$ cat config.mk
export PLATFORM = sky130hd
export DESIGN_NAME = int_entry_seq
export DESIGN_NICKNAME = d
export VERILOG_FILES = /design/src/rtl/ise_pkg.sv /design/src/rtl/ise_phys_addr.sv /design/src/rtl/ise_tbl_addr.sv /design/src/rtl/int_entry_seq.sv
export SDC_FILE = /design/constraint.sdc
export NUM_CORES = 1
export LEC_CHECK = 0
export ABC_CLOCK_PERIOD_IN_PS = 3250
export BUFFER_PORTS_ARGS = -buffer_cell sky130_fd_sc_hd__buf_4
export CORE_MARGIN = 5
export CORE_UTILIZATION = 52
export CTS_CLUSTER_SIZE = 10
export DETAILED_ROUTE_END_ITERATION = 10
export PLACE_DENSITY = 0.83
export SETUP_SLACK_MARGIN = 0.5
export SYNTH_ARGS = -nofsm -noshare
export SYNTH_HDL_FRONTEND = slang
export SYNTH_HIERARCHICAL = 1
export SYNTH_SLANG_ARGS = --single-unit
$ cat constraint.sdc
create_clock -name clk_i -period 3.25 [get_ports clk_i]
set_input_delay 0.1625 -clock clk_i [delete_from_list [all_inputs] [get_ports clk_i]]
set_output_delay 0.1625 -clock clk_i [all_outputs]
set_load 0.01 [all_outputs]
$ cat src/rtl/ise_pkg.sv
package ise_pkg;
    localparam int WORD_W = 16;
    localparam int VEC_W  = 8;

    typedef enum logic [3:0] {
        S_IDLE,
        S_ACK,
        S_PSH_F,
        S_PSH_CS,
        S_PSH_IP,
        S_RD_IP,
        S_LD_IP,
        S_RD_CS,
        S_LD_CS,
        S_POP_IP,
        S_LDP_IP,
        S_POP_CS,
        S_LDP_CS,
        S_POP_F,
        S_LDP_F
    } ise_state_e;

    typedef struct packed {
        ise_state_e        state;
        logic [WORD_W-1:0] cs;
        logic [WORD_W-1:0] ip;
        logic [WORD_W-1:0] ds;
        logic [WORD_W-1:0] es;
        logic [WORD_W-1:0] ss;
        logic [WORD_W-1:0] sp;
        logic [WORD_W-1:0] flags;
        logic [VEC_W-1:0]  vec;
    } ise_regs_t;
endpackage

$ cat src/rtl/ise_phys_addr.sv
module ise_phys_addr #(
    parameter int SEG_W  = 16,
    parameter int ADDR_W = 20
) (
    input  logic [SEG_W-1:0]  seg_i,
    input  logic [SEG_W-1:0]  off_i,
    output logic [ADDR_W-1:0] phys_o
);
    localparam int SUM_W = SEG_W + 5;

    logic [SUM_W-1:0] sum;

    // segment shifted by one nibble plus offset, carry beyond ADDR_W dropped
    assign sum    = {1'b0, seg_i, 4'b0000} + {5'b00000, off_i};
    assign phys_o = sum[ADDR_W-1:0];
endmodule

$ cat src/rtl/ise_tbl_addr.sv
module ise_tbl_addr #(
    parameter int VEC_W  = 8,
    parameter int ADDR_W = 20
) (
    input  logic [VEC_W-1:0]  vec_i,
    input  logic              hi_i,
    output logic [ADDR_W-1:0] addr_o
);
    localparam int PAD_W = ADDR_W - VEC_W - 2;

    // four bytes per entry: low word is the offset, high word the segment
    assign addr_o = {{PAD_W{1'b0}}, vec_i, hi_i, 1'b0};
endmodule

$ cat src/rtl/int_entry_seq.sv
module int_entry_seq
    import ise_pkg::*;
#(
    parameter int                ADDR_W = 20,
    parameter int                IF_BIT = 9,
    parameter int                TF_BIT = 8,
    parameter logic [WORD_W-1:0] CS_RST = 16'hFFFF
) (
    input  logic              clk_i,
    input  logic              rst_ni,
    input  logic              irq_i,
    input  logic              instr_done_i,
    input  logic              ret_i,
    input  logic              ien_set_i,
    input  logic              ien_clr_i,
    input  logic [VEC_W-1:0]  data_bus_i,
    output logic              inta_n_o,
    output logic              busy_o,
    output logic              mem_req_o,
    output logic              mem_we_o,
    output logic [ADDR_W-1:0] mem_addr_o,
    output logic [WORD_W-1:0] mem_wdata_o,
    input  logic [WORD_W-1:0] mem_rdata_i,
    output logic [WORD_W-1:0] cs_o,
    output logic [WORD_W-1:0] ip_o,
    output logic [WORD_W-1:0] ds_o,
    output logic [WORD_W-1:0] es_o,
    output logic [WORD_W-1:0] ss_o,
    output logic [WORD_W-1:0] sp_o,
    output logic [WORD_W-1:0] flags_o
);
    localparam logic [WORD_W-1:0] STEP = WORD_W'(2);

    ise_regs_t q, d;

    logic              is_push;
    logic              use_tbl;
    logic              tbl_hi;
    logic [WORD_W-1:0] stk_off;
    logic [ADDR_W-1:0] stk_addr;
    logic [ADDR_W-1:0] tbl_addr;

    assign is_push = (q.state == S_PSH_F) || (q.state == S_PSH_CS) ||
                     (q.state == S_PSH_IP);
    assign stk_off = is_push ? (q.sp - STEP) : q.sp;

    ise_phys_addr #(.SEG_W(WORD_W), .ADDR_W(ADDR_W)) u_stk_addr (
        .seg_i  (q.ss),
        .off_i  (stk_off),
        .phys_o (stk_addr)
    );

    ise_tbl_addr #(.VEC_W(VEC_W), .ADDR_W(ADDR_W)) u_tbl_addr (
        .vec_i  (q.vec),
        .hi_i   (tbl_hi),
        .addr_o (tbl_addr)
    );

    always_comb begin
        d           = q;
        mem_req_o   = 1'b0;
        mem_we_o    = 1'b0;
        mem_wdata_o = '0;
        use_tbl     = 1'b0;
        tbl_hi      = 1'b0;
        case (q.state)
            S_IDLE: begin
                if (irq_i && q.flags[IF_BIT] && instr_done_i) begin
                    d.state = S_ACK;
                end else if (ret_i) begin
                    d.state = S_POP_IP;
                end else begin
                    if (ien_set_i) d.flags[IF_BIT] = 1'b1;
                    if (ien_clr_i) d.flags[IF_BIT] = 1'b0;
                end
            end
            S_ACK: begin
                d.vec   = data_bus_i;
                d.state = S_PSH_F;
            end
            S_PSH_F: begin
                mem_req_o      = 1'b1;
                mem_we_o       = 1'b1;
                mem_wdata_o    = q.flags;
                d.sp           = q.sp - STEP;
                d.flags[IF_BIT] = 1'b0;
                d.flags[TF_BIT] = 1'b0;
                d.state        = S_PSH_CS;
            end
            S_PSH_CS: begin
                mem_req_o   = 1'b1;
                mem_we_o    = 1'b1;
                mem_wdata_o = q.cs;
                d.sp        = q.sp - STEP;
                d.state     = S_PSH_IP;
            end
            S_PSH_IP: begin
                mem_req_o   = 1'b1;
                mem_we_o    = 1'b1;
                mem_wdata_o = q.ip;
                d.sp        = q.sp - STEP;
                d.state     = S_RD_IP;
            end
            S_RD_IP: begin
                mem_req_o = 1'b1;
                use_tbl   = 1'b1;
                d.state   = S_LD_IP;
            end
            S_LD_IP: begin
                d.ip    = mem_rdata_i;
                d.state = S_RD_CS;
            end
            S_RD_CS: begin
                mem_req_o = 1'b1;
                use_tbl   = 1'b1;
                tbl_hi    = 1'b1;
                d.state   = S_LD_CS;
            end
            S_LD_CS: begin
                d.cs    = mem_rdata_i;
                d.state = S_IDLE;
            end
            S_POP_IP: begin
                mem_req_o = 1'b1;
                d.state   = S_LDP_IP;
            end
            S_LDP_IP: begin
                d.ip    = mem_rdata_i;
                d.sp    = q.sp + STEP;
                d.state = S_POP_CS;
            end
            S_POP_CS: begin
                mem_req_o = 1'b1;
                d.state   = S_LDP_CS;
            end
            S_LDP_CS: begin
                d.cs    = mem_rdata_i;
                d.sp    = q.sp + STEP;
                d.state = S_POP_F;
            end
            S_POP_F: begin
                mem_req_o = 1'b1;
                d.state   = S_LDP_F;
            end
            S_LDP_F: begin
                d.flags = mem_rdata_i;
                d.sp    = q.sp + STEP;
                d.state = S_IDLE;
            end
            default: d.state = S_IDLE;
        endcase
    end

    always_ff @(posedge clk_i or negedge rst_ni) begin
        if (!rst_ni) begin
            q.state <= S_IDLE;
            q.cs    <= CS_RST;
            q.ip    <= '0;
            q.ds    <= '0;
            q.es    <= '0;
            q.ss    <= '0;
            q.sp    <= '0;
            q.flags <= '0;
            q.vec   <= '0;
        end else begin
            q <= d;
        end
    end

    assign mem_addr_o = use_tbl ? tbl_addr : stk_addr;
    assign inta_n_o   = (q.state != S_ACK);
    assign busy_o     = (q.state == S_ACK)   || (q.state == S_PSH_F) ||
                        (q.state == S_PSH_CS) || (q.state == S_PSH_IP) ||
                        (q.state == S_RD_IP)  || (q.state == S_LD_IP) ||
                        (q.state == S_RD_CS)  || (q.state == S_LD_CS);
    assign cs_o    = q.cs;
    assign ip_o    = q.ip;
    assign ds_o    = q.ds;
    assign es_o    = q.es;
    assign ss_o    = q.ss;
    assign sp_o    = q.sp;
    assign flags_o = q.flags;
endmodule

After elaboration in Yosys (flattened, before gate mapping)
Index checks and enable logic that the tools add are counted.

Bits of input ports: 31. Register bits: 76. Logic and storage cells: 68.

Mux-type cells: 17. Reduce and logical (&&, ||, !) cells: 22. Add/subtract/negate cells: 2. Equality and inequality tests: 19.

Operator list (number): 4-bit case mux with 13 select lines (1); 16-bit case mux with 3 select lines (1); 16-bit 2-to-1 mux (2); 16-bit case mux with 2 select lines (1); 4-bit equality test, second input constant (7); 16-bit by 2-bit adder with 16-bit output, second input constant (1); 4-bit by 3-bit equality test with 1-bit output, second input constant (4); 16-bit by 2-bit subtractor with 16-bit output, second input constant (1); 1-bit logical OR (9); 4-bit by 2-bit equality test with 1-bit output, second input constant (2); 1-bit 2-to-1 mux (8); 4-bit 2-to-1 mux (2); 8-bit OR reduction (1); 3-bit != test, second input constant (2); 2-bit OR reduction (3); 3-bit OR reduction (2); 4-bit by 1-bit equality test with 1-bit output, second input constant (1); 4-bit zero test (1); 2-bit != test, second input constant (2); 4-bit by 1-bit != test with 1-bit output, second input constant (1); 4-bit AND reduction (1); 2-bit nonzero test (2); 1-bit case mux with 3 select lines (1); 3-bit nonzero test (1); other kinds (2) (3).

Depth between registers and ports, before layout
Gate-level depths: netlist (run 1).

Depth after elaboration: 8. Depth in mapped cells: 13. Gate-level depth less buffers: 13.

Cells and area by module
The synthesis (run 1) kept the hierarchy.

Modules (own cells, without submodules): int_entry_seq (cells an instance 453, area an instance 4818.4 µm², instances 1, sequential area each 1896.8 µm²); ise_phys_addr (cells an instance 90, area an instance 675.6 µm², instances 1, sequential area each 0.0 µm²); ise_tbl_addr (cells an instance 21, area an instance 153.9 µm², instances 1, sequential area each 0.0 µm²).

Worst setup path before layout (run 1)
No wires, ideal clock.

Path kind: flip-flop to output port. Start: reg q (netlist bit sp_o[4]). End: out mem_addr_o[15]. Buffers on the path: 2. Path slack: 0.292 ns. Data required time: 3.087 ns. Stages on the path, launching flop included: 11. Data arrival time: 2.795 ns. Cells stage by stage: dfrtp_1 -> buf_6 -> or4_4 -> or4_4 -> nor4_4 -> and2b_1 -> xor2_1 -> ha_1 -> clkbuf_1 -> xnor2_1 -> mux2_2.

Word-level cells in the longest chain between the ends: 3.

RTL lines: start, declared (RTL line int_entry_seq.sv:34) `ise_regs_t q, d;`; 16-bit by 2-bit subtractor with 16-bit output (RTL line int_entry_seq.sv:45) `assign stk_off = is_push ? (q.sp - STEP) : q.sp;`; 16-bit 2-to-1 mux (RTL line int_entry_seq.sv:45); via stk_off[15] (RTL line int_entry_seq.sv:39) `logic [WORD_W-1:0] stk_off;`; 16-bit 2-to-1 mux (RTL line int_entry_seq.sv:170) `assign mem_addr_o = use_tbl ? tbl_addr : stk_addr;`; end, declared (RTL line int_entry_seq.sv:21) `output logic [ADDR_W-1:0] mem_addr_o,`.

The timed path passes the listed nets, and every way through them passes these cells.

Worst setup path after layout (run 1)
Start: reg q (netlist bit sp_o[6]). End: out mem_addr_o[13].

Same word-level chain as after synthesis.

==> impl_results.md, run 1 <==
- Status: complete, but fails checks
- Failing checks: negative setup slack
- Worst slew margin: 36.41%
- Synth Cell Area: 5648 sq um
- DR WL/cell: ~16 microns
- Reg2reg path depth: 6
- Area growth, synth to finish: 18.12%
- IO buf count: 128
- Syn avg cell area: 10.01 sq um
- Gpl congestion: 0.8821
- Startpoint Class: register
- First-pass GRT wire length: 20750 microns
- Sum Neg Setup Slack: -0.01426 ns
- Min Tclk post-route: 3.264 ns
- Clock Sinks: 75
- Pleak: 3.201 nW
- Pre-CTS setup slack: 0.1942 ns
- DRC errors left: 0
- Gate power share: 60.9%
- Tot Pwr: 6.751 mW
- Synth Instances: 564
- Via count of the routed design: 4112
- GRT Overall Usage: about a fifth
- Final #Nets: 716
- Ports: 183
- Setup Skew: 0.007302 ns
- Vias in the first global route: approximately 4200
- Register area share after synthesis: between 30 and 40%
- Final antenna-violating net count: 0
- CTS tree: yes
- Final setup margin: -0.01426 ns
- Max Fclk: 306.3 MHz
- H-tree depth: 3
- Initial antenna violation count: 0
- Post-synthesis async set-or-reset flop share: 100.0%
- Yosys warning count: 6
- Final hold violations: 0
- HP Class: primary input to register
- Worst slew pin tran: 0.9539 ns
- PwrDens: 1012 nW/um^2
- DP HPWL: approximately 9400 microns
- Row cnt: 38
- Root Driver: clkbuf_8
- 1st-pass router iterations: 5
- Hold depth: 2
- Iter 0 DRT Violations: 168
- Total Wirelength: 12840 microns
- Net Sw Power: 2.718 mW
- Diode count: 0
- Dominant synthesized flop cell: dfrtp_1
- Clock Pin Slew Worst Setup and Hold Paths: 0.08 ns
- Clk buf depth: 2
- Critical Path RT: 3.09 ns
- Endpoint class of the critical path: output pin
- Count of cell types in the netlist: 61
- CP Class: register to output pin
- Die area: 13050 sq um
- Peak supply drop: approximately 0.63 mV
- Worst-path fanout max: 5
- Final Cycle Share: 100.4%
- CORE AREA: around 11000 sq um
- Width of the chip: 114.2 microns
- Internal power component: 4.032 mW
- Clock power share: between 10% and 20%
- Max Slew Vio Count: 0
- Unrepaired setup endpoints after global routing: true
- Num CTS Buffers: 9
- Die Span Y: approximately 110 microns
- Sw Ratio: 40.27%
- Total grt overflow: 0
- Via-per-instance ratio: 5.045
- CP arrival: ~3.1 ns
- Largest net degree at the start of global routing: 76
- Worst-Skew Late Latency: 0.34 ns
- Maxcap violations: 0
- Layout cells sized above 1: 46.22%
- Starting density of the core: 52.56%
- Setup Viol. Count Final: 1
- Post-synth EDFFs: 0
- Seq pwr share: 28.5%
- #FFs+latches synth: 75
[cell usage in the layout, fill, tap and decap left out, drive strengths merged, types with 2 or more instances in the layout]
cell type	count
o211ai	3
a222oi	16
a211oi	4
clkbuf	10
nor3	11
nand2	19
a21o	7
inv	27
nand3	8
a22oi	2
or3	4
mux2	76
a41oi	2
or2	3
a31oi	5
xor2	16
nor2b	3
xnor2	27
and4	2
ha	14
dfrtp	59
nor3b	4
conb	90
nand4	2
or4	3
nand2b	3
o2111ai	2
nor4	4
nor2	22
buf	166
dfstp	16
clkinvlp	3
o21ai	8
a21oi	14
nand3b	2
[metal layers]
metal	global-route usage [%]	vias up	wire (microns)
met1	23.23	1993	4968
li1	-	1956	-
met4	5.067	0	143
met2	34.93	149	6685
met5	0	-	0
met3	5.391	14	1043
[state kept, by name (all words and copies together) (netlist names)]
register and cells:
cs_o 16, sp_o 15, q 12, flags_o 16, ip_o 16
[per-stage QoR]
step | util (%) | area (sq um) | hold slack (ns) | cells
global placement | 56.93 | 6117 | 0.3563 | 772
floorplan | - | 6003 | -0.1331 | 652
CTS | 61.07 | 6563 | 0.02657 | 805
global route | 62.09 | 6671 | 0.03238 | 815
detailed placement | 56.93 | 6117 | 0.3623 | 772
finish | 62.09 | 6671 | 0.04562 | 815
[cell families after synthesis]
| family | Yosys count | synth area share, % |
|---|---|---|
| other | 2 | 0.1330 |
| and+or+nand+nor | 97 | 10.10 |
| AOI/OAI and AO/OA | 69 | 9.017 |
| adders and majority gates | 15 | 3.456 |
| xor gates and xnor gates | 43 | 6.801 |
| DFF | 75 | 33.58 |
| buffers and inverters | 186 | 21.58 |
| muxes | 77 | 15.33 |
[layout make-up]
cell class	count	area, sq um
fillers	884	4074
multi-input cells	391	3032
flip-flops and latches	75	1902
repair buffers	167	1271
well taps	140	175.2
clock buffers	10	127.6
inverters	26	97.59
clock inverters	6	66.31
[final timing paths]
check                           slack (ns)              to           from
worst max-delay path                 -0.01  mem_addr_o[13]        sp_o[6]
worst min-delay path                  0.05            q[2]  data_bus_i[2]
worst max register to register        0.97        sp_o[13]        sp_o[6]
worst min register to register        0.51            q[5]           q[5]
max in group asynchronous             2.06         sp_o[1]         rst_ni
min in group asynchronous             0.51      flags_o[5]         rst_ni
[power groups by stage]
stage | Sequential, mW | Clock, mW | Combinational [mW]
detailed placement | 1.94 | 0 | 3.81
global placement | 1.91 | 0 | 3.73
floorplan | 1.76 | 0 | 3.05
CTS | 1.92 | 0.739 | 4.04
global route | 2.01 | 0.785 | 4.47
finish | 1.92 | 0.717 | 4.11
[timing repair]
action	CTS	global route
gates cloned	0	0
pin swaps	11	8
gates resized for setup	28	7
hold buffers	1	0
endpoints found under the setup margin	11	11
hold endpoints to repair	40	0
buffers inserted	16	10
[critical path: stages, from the launching register on]
cell and delay [ns]:
dfrtp_1 0.38, or4_4 0.55, or4_4 0.48, or3_4 0.45, xnor2_4 0.15, ha_4 0.25, xnor2_2 0.12, mux2_4 0.26
buf_6 0.12
[Yosys cell counts (3+ instances only)]
cell type / count / area share (%)
buf_4: 136 / 18
mux2_2: 76 / 15
dfrtp_1: 59 / 26
xnor2_1: 27 / 4.2
inv_1: 26 / 1.7
nor2_1: 22 / 1.5
clkbuf_1: 19 / 1.3
nand2_1: 18 / 1.2
a222oi_1: 16 / 2.8
dfstp_2: 16 / 7.4
xor2_1: 15 / 2.3
a21oi_1: 14 / 1.2
ha_1: 14 / 3.1
nor3_1: 10 / 0.89
nand3_1: 8 / 0.71
a21o_1: 7 / 0.93
o21ai_0: 6 / 0.53
a31oi_1: 5 / 0.55
a211oi_1: 4 / 0.53
nor3b_1: 4 / 0.53
nand2b_1: 3 / 0.33
nor2b_1: 3 / 0.33
o211ai_1: 3 / 0.40
or2_2: 3 / 0.33
or3_1: 3 / 0.33
No activity file was read; power rests on OpenSTA's default activity.
==> run 2, diff against run 1 <==
==> constraint.sdc (replaced) <==
create_clock -name clk_i -period 3.25 [get_ports clk_i]
set_input_delay 0.325 -clock clk_i [delete_from_list [all_inputs] [get_ports clk_i]]
set_output_delay 0.325 -clock clk_i [all_outputs]
set_load 0.01 [all_outputs]
==> run 2 against run 1 <==
Net effect:
- the run still ends with negative setup slack left
- largest power group unchanged
- setup slack got worse by 0.19 ns
- highest routed layer unchanged
- total power rose by 7.2%
- sequential share of layout area fell by 0.95 points
- largest cell class unchanged
==> impl_results.md, run 2 (synthesis gave the netlist of run 1 again) <==
- Status: complete, but fails checks
- Failing checks: negative setup slack
- Total grt overflow: 0
- DRC errors left: 0
- Clock Pin Slew Worst Setup and Hold Paths: 0.09 ns
- Sum Neg Setup Slack: -0.8012 ns
- CP Class: register to output pin
- First-pass GRT wire length: 21290 microns
- M2 GR Usage: between 30 and 40%
- GRT met1 Usage: 22.77%
- IO buf count: approximately 130
- Worst-path fanout max: 4
- Pre-CTS setup slack: 0.1364 ns
- Internal power component: between 4 and 5 mW
- Maxcap violations: 0
- Most Crowded Layer GR: met2
- Post-Layout Cell Count: 828
- CP arrival: 3.13 ns
- Worst-Skew Late Latency: 0.35 ns
- Final antenna-violating net count: 0
- Max Fclk: 289.1 MHz
- Worst slew margin: 36.82%
- Starting density of the core: a little over half
- Setup Skew: 0.01074 ns
- Width of the chip: 114.2 microns
- H-tree depth: 3
- Grt met3 use: between 5 and 6%
- Final Cycle Share: 106.4%
- Area growth, synth to finish: 22.35%
- Net Sw Power: about 2.9 mW
- Unrepaired setup endpoints after global routing: true
- Gate power share: a little over three fifths
- Min Tclk post-route: roughly 3.5 ns
- Die Span Y: 114.2 microns
- Max Slew Vio Count: 0
- WHS: 0.09987 ns
- Gpl congestion: 0.8803
- Row cnt: 38
- Commonest non-fill, non-tap cell in the layout: buf_4
- Critical Path RT: 2.92 ns
- Diode count: 0
- Sw Ratio: 40.46%
- Cts hold-fix bufs: 0
- Vias in the first global route: between 4000 and 5000
- CTS tree: yes
- Seq pwr share: 26.8%
- Via count of the routed design: 4267
- Via-per-instance ratio: 5.153
- Initial antenna violation count: 0
- Clock power share: 10.7%
- Endpoint class of the critical path: output pin
- Final hold violations: 0
- DP HPWL: 9420 microns
- 1st-pass router iterations: 7
- Largest net degree at the start of global routing: 76
- Layout cells sized above 1: 48.98%
- Worst slew pin tran: 0.9476 ns
- Clock Sinks: 75
- GRT Overall Usage: 20.32%
- Root Driver: clkbuf_8
- Die area: 13050 sq um
- Peak supply drop: 0.5867 mV
- HP Class: primary input to asynchronous set/reset pin
- Pleak: between 3 and 4 nW
- Iter 0 DRT Violations: roughly 190
- Startpoint Class: register
- Clk buf depth: 2
- Num CTS Buffers: 9
- CORE AREA: about 11000 sq um
- DR WL/cell: between 15 and 20 microns
- Ports: 183
- Placed insts: 774
- PwrDens: between 1000 and 1500 nW/um^2
- Final setup margin: -0.2086 ns
- Setup Viol. Count Final: 5
- Commonest cells after routing, fill and taps aside: buf_4, conb_1, mux2_2, dfrtp_1, xnor2_1
- Total Wirelength: 13650 microns
- Final #Nets: around 730
run 2: changes by cell type in the layout (fill, tap and decap cells not counted), sizes merged:
cell / change
clkinvlp: -3
inv: +2
clkbuf: -1
clkinv: +2
buf: +14
dlygate4sd3: -1
run 2: worst paths after layout:
| check | startpoint | end | slack [ns] | cells past startpoint |
|---|---|---|---|---|
| setup / recovery | sp_o[6] | mem_addr_o[15] | -0.21 | 9 |
| hold / removal | rst_ni | ip_o[0] | 0.1 | 1 |
| setup reg to reg | sp_o[6] | sp_o[14] | 0.97 | 7 |
| hold reg to reg | q[2] | q[2] | 0.52 | 1 |
| max in group asynchronous | rst_ni | q[122] | 2.47 | 1 |
| min in group clk_i | data_bus_i[7] | q[7] | 0.20 | 2 |
run 2: area by class of cell:
class / instances / area [sq um]
clock buffers: 9 / 123.9
clock inverters: 7 / 95.09
fillers: 834 / 3835
inverters: 26 / 102.6
multi-input cells: 391 / 3105
flip-flops and latches: 75 / 1904
well taps: 140 / 175.2
repair buffers: 180 / 1404
run 2: metal layers:
layer  share of wire [%]  up-vias
met2                  51      176
met3                 9.1       30
met4                 2.7        0
li1                    -     1987
met1                  37     2074
met5                   0        -
run 2: power groups by stage:
stage	sequential, mW	combinational [mW]	clock, mW
6_report	1.94	4.52	0.778
5_1_grt	2.01	4.87	0.842
4_1_cts	1.92	4.25	0.803
3_5_place_dp	1.94	3.83	0
3_3_place_gp	1.91	3.76	0
2_1_floorplan	1.76	3.06	0
run 2: metrics by stage:
stage          util, %  total power, mW  instance area [sq um]
6_report         64.31            7.239                   6910
5_1_grt          64.31            7.720                   6910
4_1_cts          62.69            6.966                   6736
3_5_place_dp     57.11            5.769                   6137
3_3_place_gp     57.11            5.663                   6137
2_1_floorplan        -            4.812                   6008
run 2: what timing repair did:
item | CTS | global route
setup endpoints to repair | 12 | 14
hold endpoints to repair | 0 | 0
pin swaps | 20 | 14
cloned | 0 | 0
setup buffers | 28 | 10
resized for setup | 45 | 24
run 2: critical path, stage by stage (launching register included):
cell and delay (ns):
dfrtp_1 0.40, or4_4 0.54, or4_4 0.47, nor4_4 0.26, and2b_1 0.18, xor2_1 0.08
ha_1 0.31, xnor2_1 0.14, mux2_4 0.25, buf_4 0.14
==> run 3, diff against run 2 <==
--- a/config.mk
+++ b/config.mk
@@ -12,7 +12,7 @@
 export CTS_CLUSTER_SIZE = 10
 export DETAILED_ROUTE_END_ITERATION = 10
 export PLACE_DENSITY = 0.83
-export SETUP_SLACK_MARGIN = 0.5
+export SETUP_SLACK_MARGIN = 0.4
 export SYNTH_ARGS = -nofsm -noshare
 export SYNTH_HDL_FRONTEND = slang
 export SYNTH_HIERARCHICAL = 1
==> run 3 against run 2 <==
Net effect:
- the flow still finishes with violations (negative setup slack)
- design area fell by 1.9%
- largest power group unchanged
- sequential power barely moved
- total power fell by 4.1%
- routed wire length rose by 0.56%
- maximum frequency rose by 0.22%
==> impl_results.md, run 3 (synthesis gave the netlist of run 1 again) <==
- Status: complete, but fails checks
- Failing checks: negative setup slack
- Setup Skew: 0.01017 ns
- Num CTS Buffers: 9
- CORE AREA: 10750 sq um
- 1st-pass router iterations: 5
- Max Fclk: 289.8 MHz
- Via count of the routed design: 4268
- Endpoint class of the critical path: output pin
- Area growth, synth to finish: 19.98%
- Peak supply drop: 0.6177 mV
- Gpl congestion: 0.8998
- Vias in the first global route: about 4300
- Commonest cells after routing, fill and taps aside: buf_4, conb_1, mux2_2, dfrtp_1
- Die Span Y: 114.2 microns
- IO buf count: 128
- Pre-CTS setup slack: approximately 0.14 ns
- Clock Sinks: 75
- Pleak: 3.268 nW
- Maxcap violations: 0
- Final Cycle Share: 106.2%
- WHS: 0.09982 ns
- Initial antenna violation count: 0
- Design area: 6777 sq um
- PwrDens: ~1000 nW/um^2
- Setup Viol. Count Final: 5
- Total Wirelength: 13720 microns
- Layout cells sized above 1: a little under half
- Cts hold-fix bufs: 0
- Starting density of the core: 52.56%
- CP arrival: 3.13 ns
- Commonest non-fill, non-tap cell in the layout: buf_4
- Worst slew pin tran: 0.9648 ns
- Total grt overflow: 0
- GRT Overall Usage: ~21%
- Max Slew Vio Count: 0
- HP Class: primary input to asynchronous set/reset pin
- Diode count: 0
- Critical Path RT: slightly below 3 ns
- Width of the chip: ~110 microns
- Clock Pin Slew Worst Setup and Hold Paths: 0.08 ns
- Ports: 183
- Largest net degree at the start of global routing: 76
- Worst-path fanout max: 5
- Finished Core Util: 63.06%
- Post-Layout Cell Count: 821
- Tot Pwr: slightly below 7 mW
- Root Driver: clkbuf_8
- Worst slew margin: around 36%
- Final #Nets: 723
- Min Tclk post-route: 3.451 ns
- Iter 0 DRT Violations: 189
- R2R setup slack: around 0.96 ns
- DR WL/cell: 16.72 microns
- Worst-path cell chain: or4_4, or4_4, buf_6, nor4_4, xor2_1, ha_1, inv_2, xnor2_1, mux2_4, buf_6
- Worst-Skew Late Latency: between 0.3 and 0.4 ns
- Unrepaired setup endpoints after global routing: true
- Sum Neg Setup Slack: -0.8885 ns
- Via-per-instance ratio: approximately 5.2
- Reg2reg start: sp_o[6]
- DP HPWL: 9532 microns
- CTS tree: yes
- Final antenna-violating net count: 0
- H-tree depth: 3
- Worst path max stage delay: 0.55 ns
- Startpoint Class: register
- Final setup margin: -0.2010 ns
- Die area: 13050 sq um
- Placed insts: 774
- Crit Reg-Reg Endpoint: sp_o[13]
- DRC errors left: 0
- Crit-path slowest cell: or4_4
- Clk buf depth: 2
- Final hold violations: 0
- Area after DPL: 6132 sq um
- First-pass GRT wire length: 21520 microns
- Row cnt: 38
- Reg2reg path depth: 6
- CP Class: register to output pin
==> run 3: cell types whose count changed in the layout (fill, tap and decap cells not counted), moves of 2 or more <==
cell        change
clkinvlp_4      +3
nor3_4          -2
inv_8           -2
clkinv_4        -2
buf_6           -3
mux2_2          +7
mux2_4          -7
dfrtp_2         -2
nor3_2          +2
buf_4           -3
dfrtp_1         +2
==> run 3: layer usage <==
metal / GRT usage, % / wire length [microns] / up-vias
met3: 5.497 / 1116 / 20
met4: 5.938 / 195 / 0
li1: - / - / 1967
met1: 24.08 / 5177 / 2102
met5: 0 / 0 / -
met2: 36.96 / 7234 / 179
==> run 3: timing repair <==
item | CTS | global route
buffers inserted | 26 | 6
gates resized for setup | 33 | 16
pin swaps | 18 | 10
endpoints found under the setup margin | 12 | 15
==> run 3: how the worst max path moves through the flow <==
stage          startpoint        endpoint  slack [ns]  depth (start not counted)
6_report          sp_o[6]  mem_addr_o[14]       -0.20                         10
5_1_grt           sp_o[6]  mem_addr_o[15]       -0.33                          9
4_1_cts           sp_o[6]  mem_addr_o[15]       -0.25                          9
3_5_place_dp      sp_o[6]  mem_addr_o[15]        0.14                          9
3_3_place_gp      sp_o[6]  mem_addr_o[15]        0.16                          9
2_1_floorplan     sp_o[4]  mem_addr_o[16]       -0.41                         12
==> run 3: area by class of cell <==
| class | count | area (sq um) |
|---|---|---|
| Clock buffer | 9 | 123.9 |
| Clock inverter | 6 | 66.31 |
| Fill cell | 830 | 3969 |
| Inverter | 26 | 97.59 |
| Multi-Input combinational cell | 391 | 3064 |
| Sequential cell | 75 | 1902 |
| Tap cell | 140 | 175.2 |
| Timing Repair Buffer | 174 | 1348 |
==> run 3: power breakdown <==
group / switching [mW] / internal [mW]
combinational: 2.00 / 2.28
clock: 0.364 / 0.352
sequential: 0.474 / 1.48
total: 2.83 / 4.11
==> run 3: worst max-delay path, delay by kind of cell (launching register included) <==
kind | cells | cell delay (ns)
buffers and inverters | 3 | 0.34
flip-flops | 1 | 0.39
AND/OR/NAND/NOR | 3 | 1.23
multiplexers | 1 | 0.26
adder cells (fa/ha/maj) | 1 | 0.35
XOR/XNOR | 2 | 0.21
